<file path="src/rtl/adc_pwr_ctrl.sv">
module adc_pwr_ctrl #(
  parameter int DIV         = 4,
  parameter int FRAME_BITS  = 16,
  parameter int ABORT_EDGE  = 4,
  parameter int LEAD        = 2,
  parameter int RES_W       = 12,
  parameter int TPU_PARTIAL = 64,
  parameter int TPU_FULL    = 4000
) (
  input  logic             clk,
  input  logic             rst_n,
  input  logic             cmd_valid,
  input  logic [1:0]       cmd,
  output logic             cmd_ready,
  output logic             cs_n,
  output logic             sclk,
  input  logic             sdata_a,
  input  logic             sdata_b,
  output logic             res_valid,
  output logic [RES_W-1:0] res_a,
  output logic [RES_W-1:0] res_b,
  output logic             busy,
  output logic [1:0]       pwr_state
);
  localparam int DCW = $clog2(DIV + 1);
  localparam int EW  = $clog2(FRAME_BITS + 1);
  localparam int TW  = $clog2(TPU_FULL + TPU_PARTIAL + DIV + 1);

  localparam logic [1:0] C_CONV = 2'd0, C_PDP = 2'd1, C_PDF = 2'd2, C_WAKE = 2'd3;
  localparam logic [1:0] P_ACT = 2'd0, P_PART = 2'd1, P_FULL = 2'd2, P_WAKE = 2'd3;

  typedef enum logic [1:0] {S_IDLE, S_FRAME, S_WAIT} st_t;
  typedef enum logic [1:0] {K_CONV, K_ABORT, K_DUMMY} kind_t;

  st_t              st;
  kind_t            kind, nk;
  logic             more, conv_after, from_full, next_frame;
  logic             go, nmore, nconv;
  logic [DCW-1:0]   div_cnt;
  logic [EW-1:0]    edge_cnt;
  logic [TW-1:0]    wait_cnt;
  logic [RES_W-1:0] sh_a, sh_b;

  wire tick      = (st == S_FRAME) && (div_cnt == DCW'(DIV - 1));
  wire fall      = tick && sclk;
  wire rise      = tick && !sclk;
  wire [EW-1:0] last_edge = (kind == K_ABORT) ? EW'(ABORT_EDGE) : EW'(FRAME_BITS);
  wire frame_end = rise && (edge_cnt == last_edge);
  wire cap       = fall && (kind == K_CONV) && (edge_cnt >= EW'(LEAD)) &&
                   (edge_cnt < EW'(LEAD + RES_W));

  assign busy      = (st != S_IDLE);
  assign cmd_ready = !busy;

  always_comb begin
    go = 1'b0; nk = K_CONV; nmore = 1'b0; nconv = 1'b0;
    case (cmd)
      C_CONV: begin
        go = 1'b1;
        if (pwr_state != P_ACT) begin nk = K_DUMMY; nconv = 1'b1; end
      end
      C_PDP:  if (pwr_state == P_ACT) begin go = 1'b1; nk = K_ABORT; end
      C_PDF: begin
        if (pwr_state == P_ACT) begin go = 1'b1; nk = K_ABORT; nmore = 1'b1; end
        else if (pwr_state == P_PART) begin go = 1'b1; nk = K_ABORT; end
      end
      default: if (pwr_state != P_ACT) begin go = 1'b1; nk = K_DUMMY; end
    endcase
  end

  always_ff @(posedge clk or negedge rst_n) begin
    if (!rst_n) begin
      st <= S_IDLE; kind <= K_CONV; more <= 1'b0; conv_after <= 1'b0;
      from_full <= 1'b0; next_frame <= 1'b0; div_cnt <= '0; edge_cnt <= '0;
      wait_cnt <= '0; sh_a <= '0; sh_b <= '0; res_a <= '0; res_b <= '0;
      res_valid <= 1'b0; cs_n <= 1'b1; sclk <= 1'b1; pwr_state <= P_ACT;
    end else begin
      res_valid <= 1'b0;
      case (st)
        S_IDLE: if (cmd_valid && go) begin
          kind <= nk; more <= nmore; conv_after <= nconv;
          from_full <= (pwr_state == P_FULL);
          st <= S_FRAME; cs_n <= 1'b0; div_cnt <= '0; edge_cnt <= '0;
        end
        S_FRAME: begin
          div_cnt <= tick ? '0 : div_cnt + 1'b1;
          if (fall) begin
            sclk <= 1'b0;
            edge_cnt <= edge_cnt + 1'b1;
            if (cap) begin
              sh_a <= {sh_a[RES_W-2:0], sdata_a};
              sh_b <= {sh_b[RES_W-2:0], sdata_b};
            end
          end
          if (rise) sclk <= 1'b1;
          if (frame_end) begin
            cs_n <= 1'b1;
            st   <= S_WAIT;
            case (kind)
              K_CONV: begin
                res_a <= sh_a; res_b <= sh_b; res_valid <= 1'b1;
                wait_cnt <= TW'(DIV); next_frame <= 1'b0;
              end
              K_ABORT: begin
                pwr_state  <= (pwr_state == P_ACT) ? P_PART : P_FULL;
                wait_cnt   <= TW'(DIV);
                next_frame <= more;
                more       <= 1'b0;
              end
              default: begin
                pwr_state  <= P_WAKE;
                wait_cnt   <= from_full ? TW'(TPU_FULL) : TW'(TPU_PARTIAL);
                next_frame <= conv_after;
              end
            endcase
          end
        end
        default: begin
          if (wait_cnt <= TW'(1)) begin
            if (pwr_state == P_WAKE) pwr_state <= P_ACT;
            if (next_frame) begin
              if (kind == K_DUMMY) kind <= K_CONV;
              next_frame <= 1'b0;
              st <= S_FRAME; cs_n <= 1'b0; div_cnt <= '0; edge_cnt <= '0;
            end else begin
              st <= S_IDLE;
            end
          end else begin
            wait_cnt <= wait_cnt - 1'b1;
          end
        end
      endcase
    end
  end

  assert_sclk_rest_R3: assert property (@(posedge clk) disable iff (!rst_n)
    cs_n |-> sclk);
  assert_abort_point_R4: assert property (@(posedge clk) disable iff (!rst_n)
    ($rose(cs_n) && kind == K_ABORT) |-> edge_cnt == EW'(ABORT_EDGE));
  assert_full_frame_R2: assert property (@(posedge clk) disable iff (!rst_n)
    ($rose(cs_n) && kind != K_ABORT) |-> edge_cnt == EW'(FRAME_BITS));
  assert_valid_at_end_R8: assert property (@(posedge clk) disable iff (!rst_n)
    res_valid |-> ($rose(cs_n) && pwr_state == P_ACT));
  assert_pd_order_R5: assert property (@(posedge clk) disable iff (!rst_n)
    ($past(pwr_state) == P_ACT && pwr_state != P_ACT) |-> pwr_state == P_PART);
  assert_waking_busy_R10: assert property (@(posedge clk) disable iff (!rst_n)
    (pwr_state == P_WAKE) |-> (busy && cs_n));
  assert_idle_cs_high_R9: assert property (@(posedge clk) disable iff (!rst_n)
    !busy |-> cs_n);
endmodule

</file>
<file path="config.mk">
export PLATFORM = sky130hd
export DESIGN_NAME = adc_pwr_ctrl
export DESIGN_NICKNAME = d
export VERILOG_FILES = /design/src/rtl/adc_pwr_ctrl.sv
export SDC_FILE = /design/constraint.sdc
export NUM_CORES = 1
export LEC_CHECK = 0
export BUFFER_PORTS_ARGS = -buffer_cell sky130_fd_sc_hd__buf_2
export CORE_MARGIN = 8
export CORE_UTILIZATION = 59
export DETAILED_ROUTE_END_ITERATION = 16
export PLACE_DENSITY = 0.82
export RECOVER_POWER = 50
export SYNTH_ARGS = -nofsm -noshare
export SYNTH_HDL_FRONTEND = slang
export SYNTH_SLANG_ARGS = --single-unit
</file>
<file path="constraint.sdc">
create_clock -name clk -period 2.9 [get_ports clk]
set_input_delay 0.435 -clock clk [delete_from_list [all_inputs] [get_ports clk]]
set_output_delay 0.435 -clock clk [all_outputs]
set_load 0.05 [all_outputs]
</file>
==> metrics <==
initial antenna violation count=0; most frequent cells in the layout=dfrtp_1, mux2_2, nor2_1, o21ai_0, buf_2; CP startpoint=div_cnt[0]; Pre-Repair DR Iteration Count=4; Post-CTS Setup Bufs=0; top sig layer=met4; power per cell area=463 mW/mm^2; layout cells sized above 1=26.0%; Worst Clk Skew=around 7.4 ps; fin crit share=81.8%; CTS buffer count=9; reg2reg start=div_cnt[0]; Synth-to-Final Area Change=10.7%; status=complete, but fails checks; cts repair resizes=0; DR vias/cell=5.86; startpoint types=flip-flop; Max clock buf depth=2; Hold Crit Start=sdata_b; Detail Placement HPWL=5050 um; CP peak stage delay=between 500 and 600 ps; synth unique cells=57; synthesized area per cell=roughly 12 um^2; crit path cell chain=ha_1 > and4bb_1 > nand3_2 > or4_1 > buf_4 > mux2_1; post-route ant nets=0; Die Area=between 0.009 and 0.01 mm^2; met1 wire length=approximately 3300 um; Slew headroom=-27.4%; leak pwr=2.13 nW; largest net degree at the start of global routing=82; syn_nets=338; fmax=approximately 420 MHz; leading area contributor after synthesis=dfrtp_1; warnings from Yosys=0; Post-Synthesis Cells=321; WP buf/inv=1; worst hold slack=313 ps; die height=96.5 um; first-pass GRT wire length=12400 um; Die W=approximately 96 um; Max Cap Viol=1; Total Wirelength=7150 um; WL met2=3350 um; Initial Util=60.5%; Fin Setup TNS=0 ps; Via Count=between 2000 and 3000; EDFF count, synth=0; CP max stage cell=or4_1; Core Area=0.00631 mm^2; CP arrival=2610 ps; Post-route DRC=0; CTS H-Tree Depth=3; Final setup viols=0; Clock transition at path regs=90 ps; clk root buf=clkbuf_8; Ports=38; Required @ worst endpoint=3130 ps; RSZ-0062 raised after global routing=false; Routed WL per cell=16.1 um; DRT iter0 DRCs=121; CTS tree=done; crit-path max FO=25; vias in the first global route=2586; CTS sink count=81; asr flop ratio synth=100%; clk_lat worst skew=360 ps; Peak supply drop=0.000374 V; Slew Viols, Final=82; std cell rows=29; # port buffers=37; HP Class=primary input to flip-flop; failing checks=max-capacitance violations, max-slew violations; kind of critical path=flip-flop to flip-flop; total gr overflow=0; Final Hold Viols=0; FF+latch count, synth=81; Met3 Wirelength=about 420 um; Yosys top cell area share=approximately half; critical path's top delay family=simple AND/OR/NAND/NOR gates; nets=approximately 380; Main synth FF type=dfrtp_1; commonest non-fill, non-tap cell in the layout=dfrtp_1; Least-Margin Pin Slew=about 1900 ps; Synth area leaders=dfrtp_1, mux2_4, mux2_2, ha_1, o21ai_0; Diodes inserted=0; min cycle time layout=between 2000 and 2500 ps; Synth Cell Area=0.00382 mm^2; CP Capture Type=flip-flop; hold_buf cts=0; Tot GR Track Use=approximately 17%; GPL Wtd Cong=0.839; sequential element share of the synthesized area=between 50 and 60%
[layout make-up]
type                       count  area [um^2]
multi-input combinational    213         1670
clock inverter                 7         60.1
timing repair buffer          41          198
tap                           77         96.3
sequential                    81         2030
clock buffer                   9          124
fill                         502         2080
inverter                      15         56.3
[state kept, by name (all words and copies together) (netlist names)]
signal	count
conv_after	1
cs_n	1
div_cnt	3
edge_cnt	5
from_full	1
kind	2
more	1
next_frame	1
pwr_state	2
res_a	12
res_b	12
res_valid	1
sclk	1
sh_a	12
sh_b	12
st	2
wait_cnt	12
[per-stage QoR]
| stage | area, um^2 | utilization, % | power [mW] | setup WS (ps) | cells |
|---|---|---|---|---|---|
| after floorplan | 3820 | - | 1.17 | 612 | 321 |
| final | 4230 | 67.0 | 1.96 | 528 | 443 |
| after global placement | 4070 | 64.5 | 1.20 | 570 | 427 |
| after detailed placement | 4070 | 64.5 | 1.20 | 403 | 427 |
| after CTS | 4250 | 67.4 | 1.98 | 569 | 443 |
| after global routing | 4230 | 67.0 | 2.03 | 410 | 443 |
[cell families after synthesis]
group,share of synthesized area [%]
flip-flops,53.1
multiplexers,16.6
XOR/XNOR,0.688
adder cells (fa/ha/maj),3.27
AO/OA/AOI/OAI,12.0
buffers and inverters,3.37
AND/OR/NAND/NOR,11.0
[where the power goes]
part	internal (mW)	switching [mW]	leakage, nW
Clock	0.329	0.450	0.0969
Sequential	1.13	0.00316	1.09
Combinational	0.0113	0.0303	0.948
Total	1.47	0.483	2.13
[worst paths after layout]
path,cells after the start,slack [ps],to
setup reg to reg,6,530,res_a[11]
setup / recovery,6,530,res_a[11]
hold reg to reg,2,490,conv_after
min in group asynchronous,1,610,res_b[4]
max in group asynchronous,1,1190,more
hold / removal,2,310,sh_b[0]
[cell usage after synthesis, drive strengths merged (2+ instances only)]
library cell / n
dfrtp: 79
mux2: 49
nor2: 24
o21ai: 23
nand2: 20
inv: 15
a21oi: 13
ha: 10
nor3: 9
buf: 7
nand3: 7
a22o: 6
clkbuf: 5
nand2b: 3
nor4: 3
o21a: 3
a21o: 2
a31oi: 2
dfstp: 2
nand4bb: 2
nor2b: 2
nor3b: 2
o211ai: 2
o32ai: 2
o41ai: 2
or2: 2
or4: 2
xor2: 2
[layer usage]
layer	vias up	global-route usage (%)
li1	1235	-
met1	1291	22.2
met2	62	26.5
met3	9	4.79
met4	0	7.06
met5	-	0
Note: power is estimated with default switching activity, not from simulation.
